[src/rtl/mbxh_pkg.sv]
package mbxh_pkg;

  typedef enum logic [2:0] {
    ST_IDLE,
    ST_CAPT,
    ST_COPY,
    ST_NOTE,
    ST_WAIT,
    ST_ACKD
  } hs_state_e;

  function automatic logic in_window(input int unsigned a,
                                     input int unsigned base,
                                     input int unsigned cnt);
    return (a >= base) && (a < base + cnt);
  endfunction

  function automatic int unsigned idx_bits(input int unsigned n);
    return (n > 1) ? $clog2(n) : 1;
  endfunction

endpackage

[src/rtl/mbxh_snap.sv]
module mbxh_snap #(
  parameter int DATA_W   = 8,
  parameter int NUM_STAT = 4,
  parameter int IDX_W    = 2
) (
  input  logic                       clk,
  input  logic                       rst_n,
  input  logic                       cap_en,
  input  logic [NUM_STAT*DATA_W-1:0] stat_in,
  input  logic [IDX_W-1:0]           sel_idx,
  output logic [DATA_W-1:0]          sel_byte
);

  logic [DATA_W-1:0] shadow [NUM_STAT];

  for (genvar g = 0; g < NUM_STAT; g++) begin : g_cap
    always_ff @(posedge clk or negedge rst_n) begin
      if (!rst_n)      shadow[g] <= '0;
      else if (cap_en) shadow[g] <= stat_in[g*DATA_W +: DATA_W];
    end
  end

  assign sel_byte = shadow[sel_idx];

endmodule

[src/rtl/mbxh_ram.sv]
module mbxh_ram #(
  parameter int DATA_W   = 8,
  parameter int NUM_STAT = 4,
  parameter int IDX_W    = 2
) (
  input  logic              clk,
  input  logic              rst_n,
  input  logic              we,
  input  logic [IDX_W-1:0]  widx,
  input  logic [DATA_W-1:0] wdata,
  input  logic [IDX_W-1:0]  ridx,
  output logic [DATA_W-1:0] rdata
);

  logic [DATA_W-1:0] mem [NUM_STAT];

  for (genvar g = 0; g < NUM_STAT; g++) begin : g_word
    always_ff @(posedge clk or negedge rst_n) begin
      if (!rst_n)                        mem[g] <= '0;
      else if (we && widx == IDX_W'(g))  mem[g] <= wdata;
    end
  end

  assign rdata = mem[ridx];

endmodule

[src/rtl/mbxh_fsm.sv]
module mbxh_fsm
  import mbxh_pkg::*;
#(
  parameter int DATA_W   = 8,
  parameter int NUM_STAT = 4,
  parameter int IDX_W    = 2,
  parameter int CODE_REQ = 'h33,
  parameter int CODE_RSP = 'h34,
  parameter int CODE_ACK = 'h35
) (
  input  logic              clk,
  input  logic              rst_n,
  input  logic              req_wr,
  input  logic              ack_wr,
  input  logic              dclr_wr,
  output logic              cap_en,
  output logic              mbx_we,
  output logic [IDX_W-1:0]  mbx_idx,
  output logic [DATA_W-1:0] h2d_code,
  output logic [DATA_W-1:0] d2h_code,
  output logic              hpend,
  output logic              dpend,
  output logic              busy,
  output logic              req_accept,
  output logic              ack_accept,
  output logic              notify_ev,
  output logic              ack_ev
);

  localparam logic [IDX_W-1:0] LAST_IDX = IDX_W'(NUM_STAT - 1);

  hs_state_e state;

  assign busy       = (state != ST_IDLE);
  assign cap_en     = (state == ST_CAPT);
  assign mbx_we     = (state == ST_COPY);
  assign notify_ev  = (state == ST_NOTE);
  assign ack_ev     = (state == ST_ACKD);
  assign req_accept = req_wr && (state == ST_IDLE);
  assign ack_accept = ack_wr && (state == ST_WAIT);

  always_ff @(posedge clk or negedge rst_n) begin
    if (!rst_n) begin
      state    <= ST_IDLE;
      mbx_idx  <= '0;
      h2d_code <= '0;
      d2h_code <= '0;
      hpend    <= 1'b0;
      dpend    <= 1'b0;
    end else begin
      // host clear of the response flag; a posting edge overrides it below
      if (dclr_wr) begin
        dpend    <= 1'b0;
        d2h_code <= '0;
      end
      unique case (state)
        ST_IDLE: if (req_accept) begin
          h2d_code <= DATA_W'(CODE_REQ);
          hpend    <= 1'b1;
          state    <= ST_CAPT;
        end
        ST_CAPT: begin
          mbx_idx <= '0;
          state   <= ST_COPY;
        end
        ST_COPY: begin
          if (mbx_idx == LAST_IDX) state <= ST_NOTE;
          else                     mbx_idx <= mbx_idx + 1'b1;
        end
        ST_NOTE: begin
          hpend    <= 1'b0;
          h2d_code <= '0;
          d2h_code <= DATA_W'(CODE_RSP);
          dpend    <= 1'b1;
          state    <= ST_WAIT;
        end
        ST_WAIT: if (ack_accept) begin
          h2d_code <= DATA_W'(CODE_ACK);
          hpend    <= 1'b1;
          state    <= ST_ACKD;
        end
        ST_ACKD: begin
          hpend    <= 1'b0;
          h2d_code <= '0;
          dpend    <= 1'b0;
          d2h_code <= '0;
          state    <= ST_IDLE;
        end
        default: state <= ST_IDLE;
      endcase
    end
  end

endmodule

[src/rtl/mbox_status_ctrl.sv]
module mbox_status_ctrl
  import mbxh_pkg::*;
#(
  parameter int          DATA_W    = 8,
  parameter int          ADDR_W    = 8,
  parameter int          NUM_STAT  = 4,
  parameter int unsigned MBX_BASE  = 'h00,
  parameter int unsigned CMD_ADDR  = 'h50,
  parameter int unsigned RSP_ADDR  = 'h58,
  parameter int          CODE_REQ  = 'h33,
  parameter int          CODE_RSP  = 'h34,
  parameter int          CODE_ACK  = 'h35
) (
  input  logic                       clk,
  input  logic                       rst_n,
  input  logic [ADDR_W-1:0]          host_addr,
  input  logic [DATA_W-1:0]          host_wdata,
  input  logic                       host_wr,
  input  logic                       host_rd,
  output logic [DATA_W-1:0]          host_rdata,
  input  logic [NUM_STAT*DATA_W-1:0] stat_in,
  output logic                       irq
);

  localparam int IDX_W = idx_bits(NUM_STAT);

  logic              at_cmd, at_rsp, at_mbx;
  logic              req_wr, ack_wr, dclr_wr;
  logic              cap_en, mbx_we, busy;
  logic              hpend, dpend;
  logic              req_accept, ack_accept, notify_ev, ack_ev;
  logic [IDX_W-1:0]  mbx_idx, rd_idx;
  logic [DATA_W-1:0] snap_byte, mbx_rdata, h2d_code, d2h_code;

  assign at_cmd  = (32'(host_addr) == CMD_ADDR);
  assign at_rsp  = (32'(host_addr) == RSP_ADDR);
  assign at_mbx  = in_window(32'(host_addr), MBX_BASE, NUM_STAT);
  assign rd_idx  = IDX_W'(32'(host_addr) - MBX_BASE);

  assign req_wr  = host_wr && at_cmd && (host_wdata == DATA_W'(CODE_REQ));
  assign ack_wr  = host_wr && at_cmd && (host_wdata == DATA_W'(CODE_ACK));
  assign dclr_wr = host_wr && at_rsp;

  mbxh_fsm #(
    .DATA_W(DATA_W), .NUM_STAT(NUM_STAT), .IDX_W(IDX_W),
    .CODE_REQ(CODE_REQ), .CODE_RSP(CODE_RSP), .CODE_ACK(CODE_ACK)
  ) u_fsm (
    .clk(clk), .rst_n(rst_n),
    .req_wr(req_wr), .ack_wr(ack_wr), .dclr_wr(dclr_wr),
    .cap_en(cap_en), .mbx_we(mbx_we), .mbx_idx(mbx_idx),
    .h2d_code(h2d_code), .d2h_code(d2h_code),
    .hpend(hpend), .dpend(dpend), .busy(busy),
    .req_accept(req_accept), .ack_accept(ack_accept),
    .notify_ev(notify_ev), .ack_ev(ack_ev)
  );

  mbxh_snap #(.DATA_W(DATA_W), .NUM_STAT(NUM_STAT), .IDX_W(IDX_W)) u_snap (
    .clk(clk), .rst_n(rst_n), .cap_en(cap_en), .stat_in(stat_in),
    .sel_idx(mbx_idx), .sel_byte(snap_byte)
  );

  mbxh_ram #(.DATA_W(DATA_W), .NUM_STAT(NUM_STAT), .IDX_W(IDX_W)) u_ram (
    .clk(clk), .rst_n(rst_n), .we(mbx_we), .widx(mbx_idx),
    .wdata(snap_byte), .ridx(rd_idx), .rdata(mbx_rdata)
  );

  assign irq = dpend;

  always_comb begin
    host_rdata = '0;
    if (host_rd) begin
      if (at_cmd)      host_rdata = h2d_code;
      else if (at_rsp) host_rdata = d2h_code;
      else if (at_mbx) host_rdata = mbx_rdata;
    end
  end

endmodule

[config.mk]
export PLATFORM = sky130hd
export DESIGN_NAME = mbox_status_ctrl
export DESIGN_NICKNAME = d
export VERILOG_FILES = /design/src/rtl/mbxh_pkg.sv /design/src/rtl/mbxh_snap.sv /design/src/rtl/mbxh_ram.sv /design/src/rtl/mbxh_fsm.sv /design/src/rtl/mbox_status_ctrl.sv
export SDC_FILE = /design/constraint.sdc
export NUM_CORES = 1
export LEC_CHECK = 0
export BUFFER_PORTS_ARGS = -buffer_cell sky130_fd_sc_hd__clkbuf_2
export CAP_MARGIN = 20
export CORE_ASPECT_RATIO = 2
export CORE_MARGIN = 3
export CORE_UTILIZATION = 56
export CTS_CLUSTER_DIAMETER = 60
export DETAILED_ROUTE_END_ITERATION = 12
export GPL_TIMING_DRIVEN = 0
export PLACE_DENSITY = 0.88
export REMOVE_ABC_BUFFERS = 1
export SLEW_MARGIN = 25
export SYNTH_ARGS = -nofsm -noshare
export SYNTH_HDL_FRONTEND = slang
export SYNTH_SLANG_ARGS = --single-unit
[constraint.sdc]
create_clock -name clk -period 2 [get_ports clk]
set_clock_uncertainty 0.1 [all_clocks]
set_input_delay 0.1 -clock clk [delete_from_list [all_inputs] [get_ports clk]]
set_output_delay 0.1 -clock clk [all_outputs]
set_load 0.02 [all_outputs]
* After elaboration in Yosys (flattened, before gate mapping)
Cells that the tools add are included.
** Operators by class
- Add/sub/neg operators :: 1
- Order comparisons :: 3
- Equality and inequality tests :: 16
- Multiplexer cells :: 23
- Bitwise logic cells :: 2
- Reduce and logical (&&, ||, !) cells :: 19
** Operator list (number)
- two-way mux 8 bit :: 11
- binary-select mux 8 bit (select 2 bit) :: 2
- one-hot mux 8 bit (3 select lines) :: 1
- equality test 8 x 6 -> 1 bit, second input constant :: 2
- equality test 8 x 7 -> 1 bit, second input constant :: 2
- one-hot mux 8 bit (2 select lines) :: 1
- one-hot mux 3 bit (5 select lines) :: 1
- logical AND 1 bit :: 10
- two-way mux 3 bit :: 3
- less-than comparator 8 x 3 -> 1 bit, second input constant :: 1
- inequality test 2 bit, second input constant :: 4
- equality test 3 x 2 -> 1 bit, second input constant :: 2
- equality test 3 bit, second input constant :: 2
- greater-or-equal comparator 3 bit, second input constant :: 2
- NOT 2 -> 3 bit :: 2
- AND reduction 3 bit :: 2
- nonzero test 3 bit :: 2
- equality test 2 bit, second input constant :: 2
- one-hot mux 2 bit (2 select lines) :: 1
- equality test 3 x 1 -> 1 bit, second input constant :: 1
- zero test 3 bit :: 1
- adder 2 x 1 -> 2 bit, second input constant :: 1
- equality test 2 x 1 -> 1 bit, second input constant :: 1
- zero test 2 bit :: 1
- 6 further kinds :: 6
** Word-level totals
- Flip-flop bits (word level) :: 86
- Bits of input ports :: 52
- Output and inout port bits :: 9
- Logic and storage cells :: 77

* Depth between registers and ports, before layout
Gate-level depths: netlist of the first run.
- Depth after elaboration :: 8
- Gate-level depth with buffers :: 6
- Mapped depth without buffers :: 5

* Cells and area by module
From an unflattened synthesis of the first run, not the netlist that was laid out.
** Second synthesis, totals
- Cells, all modules :: 292
- Area, all modules :: 3882.5 µm²
** By module, submodules not included
- mbxh_snap :: times used 1, cells each 78, area an instance 1411.4 µm², seq. area each 800.8 µm²
- mbxh_ram :: times used 1, cells each 78, area an instance 1401.3 µm², seq. area each 800.8 µm²
- mbxh_fsm :: times used 1, cells each 79, area an instance 688.2 µm², seq. area each 250.2 µm²
- mbox_status_ctrl :: times used 1, cells each 57, area an instance 381.6 µm², seq. area each 0.0 µm²

* Worst setup path after synthesis of the first run
Ideal clock, no wire load.
- Path type :: flip-flop to flip-flop
- Start point :: reg u_fsm.mbx_idx[0]
- End point :: reg u_ram.mem[10] (netlist bit)
- Setup time :: 0.125 ns
- Arrival :: 1.586 ns
- Data required time :: 1.775 ns
- Setup slack :: 0.190 ns
- Cell stages (with the launch flop) :: 7
- Path buffers :: 2
- Clock period less this slack :: 1.810 ns
- Cells stage by stage :: dfrtp_1 buf_2 inv_1 ha_1 and2_1 clkbuf_1 mux2_2
** On the way
- Cells in the longest elaborated chain, start to end :: 4
- Elaborated cells on any way between the ends :: 6
- Classes of those cells :: eq/ne (1); mux (3); bitwise (1); reduce/logical (1)
** Ends and longest elaborated chain
- from (decl) :: line mbxh_fsm.sv:18 : output logic [IDX_W-1:0] mbx_idx,
- from (signal assigned) :: line mbxh_fsm.sv:68 : else mbx_idx <= mbx_idx + 1'b1;
- NOT 2 -> 3 bit (not written as such) :: line mbxh_snap.sv:23 : assign sel_byte = shadow[sel_idx];
- binary-select mux 8 bit (select 2 bit) :: line mbxh_snap.sv:23
- two-way mux 8 bit (not written as such) (2 in series) :: line mbxh_snap.sv:23
- to (signal, indexed assignment) :: line mbxh_ram.sv:20 : else if (we && widx == IDX_W'(g)) mem[g] <= wdata;
- to (decl) :: line mbxh_ram.sv:15 : logic [DATA_W-1:0] mem [NUM_STAT];
Parallel ways exist; a longest one is shown, timed or not. The select of a mux whose other input is x is not followed.
A chain may end at the register's enable or synchronous reset.

* Final worst setup path of the first run
- Start point :: reg u_fsm.state[2]
- End point :: reg u_ram.mem[12] (netlist bit)
** On the way
- Cells in the longest elaborated chain, start to end :: 2
** Ends and longest elaborated chain
- from (decl) :: line mbxh_fsm.sv:32 : hs_state_e state;
- from (signal assigned) :: line mbxh_fsm.sv:44 : state <= ST_IDLE;
- from (signal assigned) :: line mbxh_fsm.sv:60 : state <= ST_CAPT;
- from (signal assigned) :: line mbxh_fsm.sv:64 : state <= ST_COPY;
- equality test 3 x 2 -> 1 bit :: line mbxh_fsm.sv:36 : assign mbx_we = (state == ST_COPY);
- logical AND 1 bit :: line mbxh_ram.sv:20
Every way passes these cells.

==> flow_summary.rst, run 1 <==
.. list-table::
   :header-rows: 1

   * - Metric
     - Value
   * - Outcome
     - finished clean
   * - Crit path buffers/inverters
     - 0
   * - Met1 demand-to-capacity share in global routing
     - 25.7%
   * - Time the worst path needs with I/O delays and setup
     - around 1900 ps
   * - First-pass GRT wire length
     - 13400 um
   * - Final setup violating endpoints
     - 0
   * - Hold Path Stages
     - 3
   * - Data arrival time of the critical path
     - slightly below 2000 ps
   * - R2R Setup Slk
     - 120 ps
   * - Met2 track demand over resource
     - a little over two fifths
   * - Flops & latches, synth
     - between 70 and 80
   * - Slowest cell on the critical path
     - sky130_fd_sc_hd__dfrtp_2
   * - Highest attainable clock frequency
     - 0.533 GHz
   * - Worst path required time
     - between 2000 and 2500 ps
   * - Worst ir drop on vdd
     - a little over 600 uV
   * - Startpoint class of the critical path
     - flop
   * - Maximum clock insertion buffer count
     - 2
   * - Worst Tran Pin Value
     - around 470 ps
   * - Met3 capacity usage during global routing
     - under 10%
   * - Number of antenna violations at the first check in global routing
     - 0
   * - Number of CTS-inserted buffers
     - 9
   * - Hold path endpoint
     - u_fsm.state[0]
   * - Net count, final
     - approximately 410
   * - First drt pass iteration count
     - 4
   * - Starting Density
     - approximately 58%
   * - Reported leakage power
     - roughly 2.2 nW
   * - Largest delay contributor family on the critical path
     - simple AND/OR/NAND/NOR gates
   * - Signed area change from the synthesized netlist to the final layout
     - 30.6%
   * - Worst setup path class
     - reg -> reg
   * - Clock tree from TritonCTS
     - yes
   * - Cells after Synth
     - 258
   * - Main flop type after synthesis
     - sky130_fd_sc_hd__dfrtp_1
   * - Buffers on Ports
     - 60
   * - Power density over cell area
     - 713 nW/um2
   * - Synth warnings
     - 0
   * - Global placer's final weighted congestion
     - approximately 0.86
   * - Hold wc startpoint
     - host_wdata[1]
   * - Number of vias per cell after detailed routing
     - about 5.6
   * - Peak fanout along the critical path
     - 16
   * - Share of cell area taken by muxes after synthesis
     - a little under a third
   * - Antenna diodes
     - 0
   * - Startpoint of the worst register-to-register path
     - u_fsm.state[2]
   * - Fill cells
     - roughly 400
   * - Slew HR
     - about 68%
   * - Total wire length after detailed routing
     - 7880 um
   * - Number of nets with antenna violations after detailed routing
     - 0
   * - Number of synthesized flops with an enable pin
     - 0
   * - Sum of net half-perimeters after detailed placement
     - 5240 um
   * - Clock transition at the register clock pins on the worst setup and hold paths after CTS
     - approximately 50 ps
   * - Width of the chip
     - around 62 um
   * - Final Instance Count excl. Fillers
     - between 400 and 500
   * - Post-detailed-route wirelength per cell
     - between 15 and 20 um
   * - Number of different library cells in the post-synthesis netlist
     - 36
   * - Post-synthesis instance area
     - around 3500 um2
   * - Std-Cell Rows
     - 40
   * - End of the worst register-to-register path
     - u_ram.mem[12]
   * - Via count of the first global-routing pass
     - 2798
   * - Worst path max stage delay
     - about 520 ps
   * - H-tree Lvls
     - 3
   * - Global-route total usage across every layer
     - between 20% and 30%
   * - Placed cell count
     - 390
   * - Via count
     - about 2500
   * - Synthesized-area fraction occupied by ao, oa, aoi and oai cells
     - under 10%
   * - Maximum number of pins on one net before global-route repair
     - 54
   * - Die Outline Area
     - between 7000 and 8000 um2
   * - Mean instance size in the synthesized netlist
     - roughly 14 um2
   * - Number of pins with negative max-slew slack in the final report
     - 0
   * - Total core area
     - 6060 um2
   * - Crit end category
     - flop
   * - Period utilization
     - between 90% and 100%
   * - Number of clock sinks
     - between 70 and 80
   * - Share of final-layout standard cells stronger than drive strength 1
     - between 40% and 50%
   * - Worst Reg2Reg Path Length in Cells
     - 4
   * - Clk_lat worst skew
     - roughly 330 ps
   * - Highest-utilization routing layer at the global route stage
     - met2
   * - Max-cap violations
     - 0
   * - Root Buffer
     - sky130_fd_sc_hd__clkbuf_16
   * - Cell-by-cell trace of the critical path
     - nand2b_1, nor2_1, and2_2, mux2_2
   * - Critical path launch point
     - u_fsm.state[2]
   * - Main combinational cell family by area after synthesis
     - multiplexers
   * - Height of the die
     - ~120 um
   * - DR iter-0 viols
     - between 100 and 150
   * - Type of the most critical hold path
     - in -> reg
   * - Post-route DRC violation count
     - 0
   * - Proportion of synthesized flip-flops having asynchronous set or reset
     - 100%
   * - Io pins
     - between 60 and 70
   * - Endpoints failing hold
     - 0
   * - Setup repair after global routing missed its margin
     - false
   * - Post-synthesis share of cell area spent on full adders, half adders and majority gates
     - 1.42%
   * - Total congestion overflow after global routing
     - 0
   * - Fraction of the yosys area taken by sequential cells
     - between 50% and 60%
   * - WHS
     - 61.8 ps
   * - Share of the synthesized netlist area taken by xor and xnor gates
     - 0%
   * - Area fraction in and, or, nand and nor cells after synthesis
     - about 8.4%
worst min-delay path, cell delays in order:
cell and delay [ps]:
sky130_fd_sc_hd__clkbuf_2 110, sky130_fd_sc_hd__a41oi_1 150, sky130_fd_sc_hd__a21oi_1 80
repair_timing:
item / in CTS / in global routing
endpoints found under the setup margin: 51 / 51
hold endpoints to repair: 105 / 0
pin swaps: 1 / 0
gates cloned: 0 / 0
setup buffers: 1 / 0
hold buffers: 33 / 0
gates resized for setup: 6 / 2
stage by stage:
step / utilization [%] / TNS [ps] / total power (W) / instance area [um2] / worst slack, ps
finish: 76.2 / 0 / 0.00329 / 4610 / 123
global route: 76.2 / 0 / 0.00340 / 4610 / 27.6
CTS: 76.1 / 0 / 0.00331 / 4610 / 48.5
detailed placement: 65.1 / -5710 / 0.00163 / 3940 / -258
global placement: 64.0 / -48670 / 0.00162 / 3880 / -1430
floorplan: - / -23270 / 0.00153 / 3470 / -727
flip-flops by register name (all words and copies together), names as in the netlist:
register and count:
u_ram.mem 32, u_fsm.mbx_idx 2, u_fsm.h2d_code 3, u_fsm.d2h_code 1
u_fsm.state 3, u_snap.shadow 32
placed cells by master (no fill, tap or decap), types with 3 or more instances in the layout:
master and count:
sky130_fd_sc_hd__mux4_2 16, sky130_fd_sc_hd__dlygate4sd3_1 33, sky130_fd_sc_hd__clkbuf_16 9, sky130_fd_sc_hd__a22oi_1 3, sky130_fd_sc_hd__ha_1 4, sky130_fd_sc_hd__nor2_1 9
sky130_fd_sc_hd__dfrtp_2 4, sky130_fd_sc_hd__clkbuf_8 3, sky130_fd_sc_hd__mux2_2 64, sky130_fd_sc_hd__nand2b_1 4, sky130_fd_sc_hd__inv_1 7, sky130_fd_sc_hd__and3_1 5
sky130_fd_sc_hd__nand2_1 12, sky130_fd_sc_hd__clkbuf_2 59, sky130_fd_sc_hd__o21ai_0 7, sky130_fd_sc_hd__and2_2 4, sky130_fd_sc_hd__dfrtp_1 69, sky130_fd_sc_hd__a21oi_1 10
cell type report:
cell class	count	area (um2)	share of cell area, %
timing repair buffer	96	708	15.4
multi-input combinational	164	1630	35.4
sequential	73	1830	39.7
tap	84	105	2.28
clock buffer	14	274	5.94
inverter	7	26.3	0.570
clock inverter	2	35.0	0.760
worst max path at each step:
stage	to	cells past startpoint
after CTS	u_ram.mem[5]	4
after detailed placement	u_ram.mem[2]	3
final	u_ram.mem[12]	4
after floorplan	u_snap.shadow[0]	4
after global routing	u_ram.mem[14]	4
after global placement	u_snap.shadow[19]	4
synthesized netlist by cell type, types with 2 or more instances:
library cell / instances / area, um2
sky130_fd_sc_hd__nor2b_1: 2 / 12.5
sky130_fd_sc_hd__mux2_2: 64 / 721
sky130_fd_sc_hd__nor3_1: 2 / 10.0
sky130_fd_sc_hd__a21oi_1: 10 / 50.1
sky130_fd_sc_hd__mux4_2: 16 / 360
sky130_fd_sc_hd__inv_1: 7 / 26.3
sky130_fd_sc_hd__nand2b_1: 4 / 25.0
sky130_fd_sc_hd__dfrtp_1: 73 / 1830
sky130_fd_sc_hd__a31oi_1: 2 / 12.5
sky130_fd_sc_hd__and2_1: 4 / 25.0
sky130_fd_sc_hd__nand2_1: 12 / 45.0
sky130_fd_sc_hd__ha_1: 4 / 50.1
sky130_fd_sc_hd__clkbuf_1: 8 / 30.0
sky130_fd_sc_hd__a41oi_1: 2 / 17.5
sky130_fd_sc_hd__and3_1: 5 / 31.3
sky130_fd_sc_hd__buf_2: 5 / 25.0
sky130_fd_sc_hd__o21ai_0: 7 / 35.0
sky130_fd_sc_hd__nor2_1: 10 / 37.5
sky130_fd_sc_hd__nor3_2: 2 / 20.0
sky130_fd_sc_hd__a22oi_1: 3 / 22.5
power by group:
| group | total [W] | internal [W] | leakage (nW) | switching, W |
|---|---|---|---|---|
| registers | 0.00148 | 0.00148 | 0.998 | 0.00000234 |
| logic | 0.000173 | 0.0000975 | 1.09 | 0.0000759 |
| clock network | 0.00163 | 0.00107 | 0.153 | 0.000567 |
| total | 0.00329 | 0.00264 | 2.24 | 0.000645 |
routing by layer:
layer	vias to the layer above	wire, um	part of all wire [%]
li1	1142	-	-
met1	1255	2860	36
met2	68	4530	57
met3	16	303	3.8
met4	0	185	2.3
met5	-	0	0
cell families after synthesis:
logic type / Yosys count
mux: 80
flops: 73
simple gates: 50
buf+inv: 21
compound gates: 30
fa+ha+maj: 4
No activity file was read; power rests on OpenSTA's default activity.
==> run 2: changes to the inputs <==
BUFFER_PORTS_ARGS = -buffer_cell sky130_fd_sc_hd__buf_2   (was -buffer_cell sky130_fd_sc_hd__clkbuf_2)
==> run 2 against run 1 <==
Compared with the run above:
- sequential share of layout area rose by 0.11 points
- sequential cell count did not move
- critical endpoint is now u_ram.mem[4]
- non-clock buffer count did not move
==> flow_summary.rst, run 2 (synthesis gave the netlist of run 1 again) <==
.. list-table::
   :header-rows: 1

   * - Metric
     - Value
   * - Outcome
     - finished clean
   * - Via count of the first global-routing pass
     - approximately 2800
   * - Post-route DRC violation count
     - 0
   * - First drt pass iteration count
     - 4
   * - Maximum clock insertion buffer count
     - 2
   * - Total congestion overflow after global routing
     - 0
   * - Time the worst path needs with I/O delays and setup
     - around 1800 ps
   * - Slew HR
     - 68.2%
   * - Final setup violating endpoints
     - 0
   * - Signed area change from the synthesized netlist to the final layout
     - 30.3%
   * - Worst setup path class
     - reg -> reg
   * - Clock transition at the register clock pins on the worst setup and hold paths after CTS
     - 50 ps
   * - Height of the die
     - ~120 um
   * - R2R Setup Slk
     - 160 ps
   * - Global-route total usage across every layer
     - 23.2%
   * - Worst path max stage delay
     - 630 ps
   * - Setup repair after global routing missed its margin
     - false
   * - Total net switching power
     - 0.000637 W
   * - Peak fanout along the critical path
     - 14
   * - Slowest cell on the critical path
     - sky130_fd_sc_hd__dfrtp_2
   * - Worst ir drop on vdd
     - a little under 700 uV
   * - Worst Tran Pin Value
     - between 400 and 500 ps
   * - End of the worst register-to-register path
     - u_ram.mem[4]
   * - Data arrival time of the critical path
     - 1950 ps
   * - Placement-stage worst setup slack
     - -271 ps
   * - Post-placement cell area
     - 3940 um2
   * - Type of the most critical hold path
     - in -> reg
   * - Finished layout cell area
     - around 4600 um2
   * - Worst path required time
     - between 2000 and 2500 ps
   * - Clock network fraction of design power
     - 48.9%
   * - Antenna diodes
     - 0
   * - Die Outline Area
     - 7350 um2
   * - Maximum number of pins on one net before global-route repair
     - between 50 and 60
   * - Number of clock sinks
     - 73
   * - Placed cell count
     - 390
   * - Sum of net half-perimeters after detailed placement
     - ~5200 um
   * - Std-Cell Rows
     - 40
   * - Crit end category
     - flop
   * - Cell-by-cell trace of the critical path
     - ha_1, and2_2, mux2_2
   * - Max-cap violations
     - 0
   * - Share of total power in combinational logic
     - under 10%
   * - Hold Path Stages
     - 3
   * - Startpoint of the worst register-to-register path
     - u_fsm.mbx_idx[0]
   * - Clock tree from TritonCTS
     - yes
   * - Total power of the final layout
     - around 0.0032 W
   * - H-tree Lvls
     - 3
   * - Endpoints failing hold
     - 0
   * - Highest attainable clock frequency
     - ~0.54 GHz
   * - Routed length on met2
     - around 4300 um
   * - Number of CTS-inserted buffers
     - 9
   * - Root Buffer
     - sky130_fd_sc_hd__clkbuf_16
   * - Met3 WL
     - around 360 um
   * - DR iter-0 viols
     - around 140
   * - Net count, final
     - between 400 and 500
   * - Power density over cell area
     - between 700 and 800 nW/um2
   * - Startpoint class of the critical path
     - flop
   * - Top library cells by usage in the layout, fill and taps aside
     - sky130_fd_sc_hd__dfrtp_1, sky130_fd_sc_hd__mux2_2, sky130_fd_sc_hd__buf_2
   * - Highest metal layer with signal wires
     - met4
   * - Width of the chip
     - between 60 and 70 um
   * - Global placer's final weighted congestion
     - around 0.86
   * - Starting Density
     - about three fifths
   * - Period utilization
     - between 90% and 100%
   * - Final Instance Count excl. Fillers
     - 439
   * - Leading cell type in the layout, fill and taps excluded
     - sky130_fd_sc_hd__dfrtp_1
   * - Number of pins with negative max-slew slack in the final report
     - 0
   * - Final Worst Setup Slack
     - between 150 and 200 ps
   * - Hold wc startpoint
     - host_wdata[1]
   * - First-pass GRT wire length
     - between 10000 and 15000 um
   * - Via count
     - about 2500
   * - Number of antenna violations at the first check in global routing
     - 0
   * - Switching fraction of total power
     - about a fifth
   * - Clk_lat worst skew
     - approximately 330 ps
   * - Io pins
     - between 60 and 70
   * - Share of final-layout standard cells stronger than drive strength 1
     - 48.2%
   * - Number of vias per cell after detailed routing
     - between 5 and 6
   * - Post-detailed-route wirelength per cell
     - between 15 and 20 um
   * - Sequential power share
     - 45.8%
   * - Int Power
     - between 0.002 and 0.003 W
   * - Buffers on Ports
     - 60
   * - Worst Reg2Reg Path Length in Cells
     - 3
   * - Reported leakage power
     - between 2 and 2.5 nW
   * - Total wire length after detailed routing
     - 7690 um
   * - Registers with the highest flip-flop counts
     - u_ram.mem (32), u_snap.shadow (32)
   * - Met1 wire length
     - between 2000 and 3000 um
   * - Hold path endpoint
     - u_fsm.state[0]
   * - Total core area
     - between 6000 and 7000 um2
   * - Number of nets with antenna violations after detailed routing
     - 0
==> run 2: changes by cell type in the layout (fill, tap and decap cells not counted), sizes merged <==
cell	before	now
clkbuf	74	12
buf	3	63
clkinv	1	2
==> run 2: cell type report <==
cell class / instances / area (um2)
inverter: 7 / 26.3
fill: 388 / 1460
multi-input combinational: 164 / 1630
sequential: 73 / 1830
timing repair buffer: 96 / 708
clock inverter: 3 / 40.0
tap: 84 / 105
clock buffer: 12 / 256
==> run 2: repair_timing <==
action                     in CTS  in global routing
resized for setup               6                  2
pin swaps                       1                  0
setup endpoints to repair      51                 41
hold buffers                   33                  0
hold endpoints to repair      105                  0
setup buffers                   1                  0
==> run 2: worst max-delay path, delay by kind of cell, from the launching register on <==
kind	cells	cell delay, ps
mux	1	370
fa+ha+maj	1	310
flops	1	630
simple gates	1	310
==> run 2: how the worst max path moves through the flow <==
stage                          start                 to  slack, ps  cells past startpoint
floorplan             u_fsm.state[1]   u_snap.shadow[0]       -730                      4
global placement      u_fsm.state[1]  u_snap.shadow[18]      -1420                      4
detailed placement  u_fsm.mbx_idx[0]       u_ram.mem[6]       -270                      3
CTS                   u_fsm.state[2]      u_ram.mem[14]         80                      4
global route            host_addr[7]      host_rdata[5]         30                      6
finish              u_fsm.mbx_idx[0]       u_ram.mem[4]        160                      3
==> run 2: stage by stage <==
| step | hold slack [ps] | TNS, ps | utilization (%) |
|---|---|---|---|
| detailed placement | -94.7 | -5630 | 65.1 |
| global placement | 232 | -48450 | 64.0 |
| global route | 89.8 | 0 | 76.0 |
| CTS | 28.5 | 0 | 75.9 |
| finish | 54.3 | 0 | 76.0 |
| floorplan | -296 | -23270 | - |
==> run 2: power by group through the flow <==
stage / clock network, W / logic [W] / registers, W
4_1_cts: 0.00162 / 0.000172 / 0.00148
2_1_floorplan: 0 / 0.0000225 / 0.00151
3_5_place_dp: 0 / 0.000123 / 0.00151
5_1_grt: 0.00168 / 0.000190 / 0.00148
6_report: 0.00158 / 0.000171 / 0.00148
3_3_place_gp: 0 / 0.000111 / 0.00151
==> run 2: per-layer routing <==
metal  GRT usage (%)  vias up
met4            12.6        0
met5               0        -
met2            41.2       79
li1                -     1134
met3            4.37       16
met1            25.8     1256
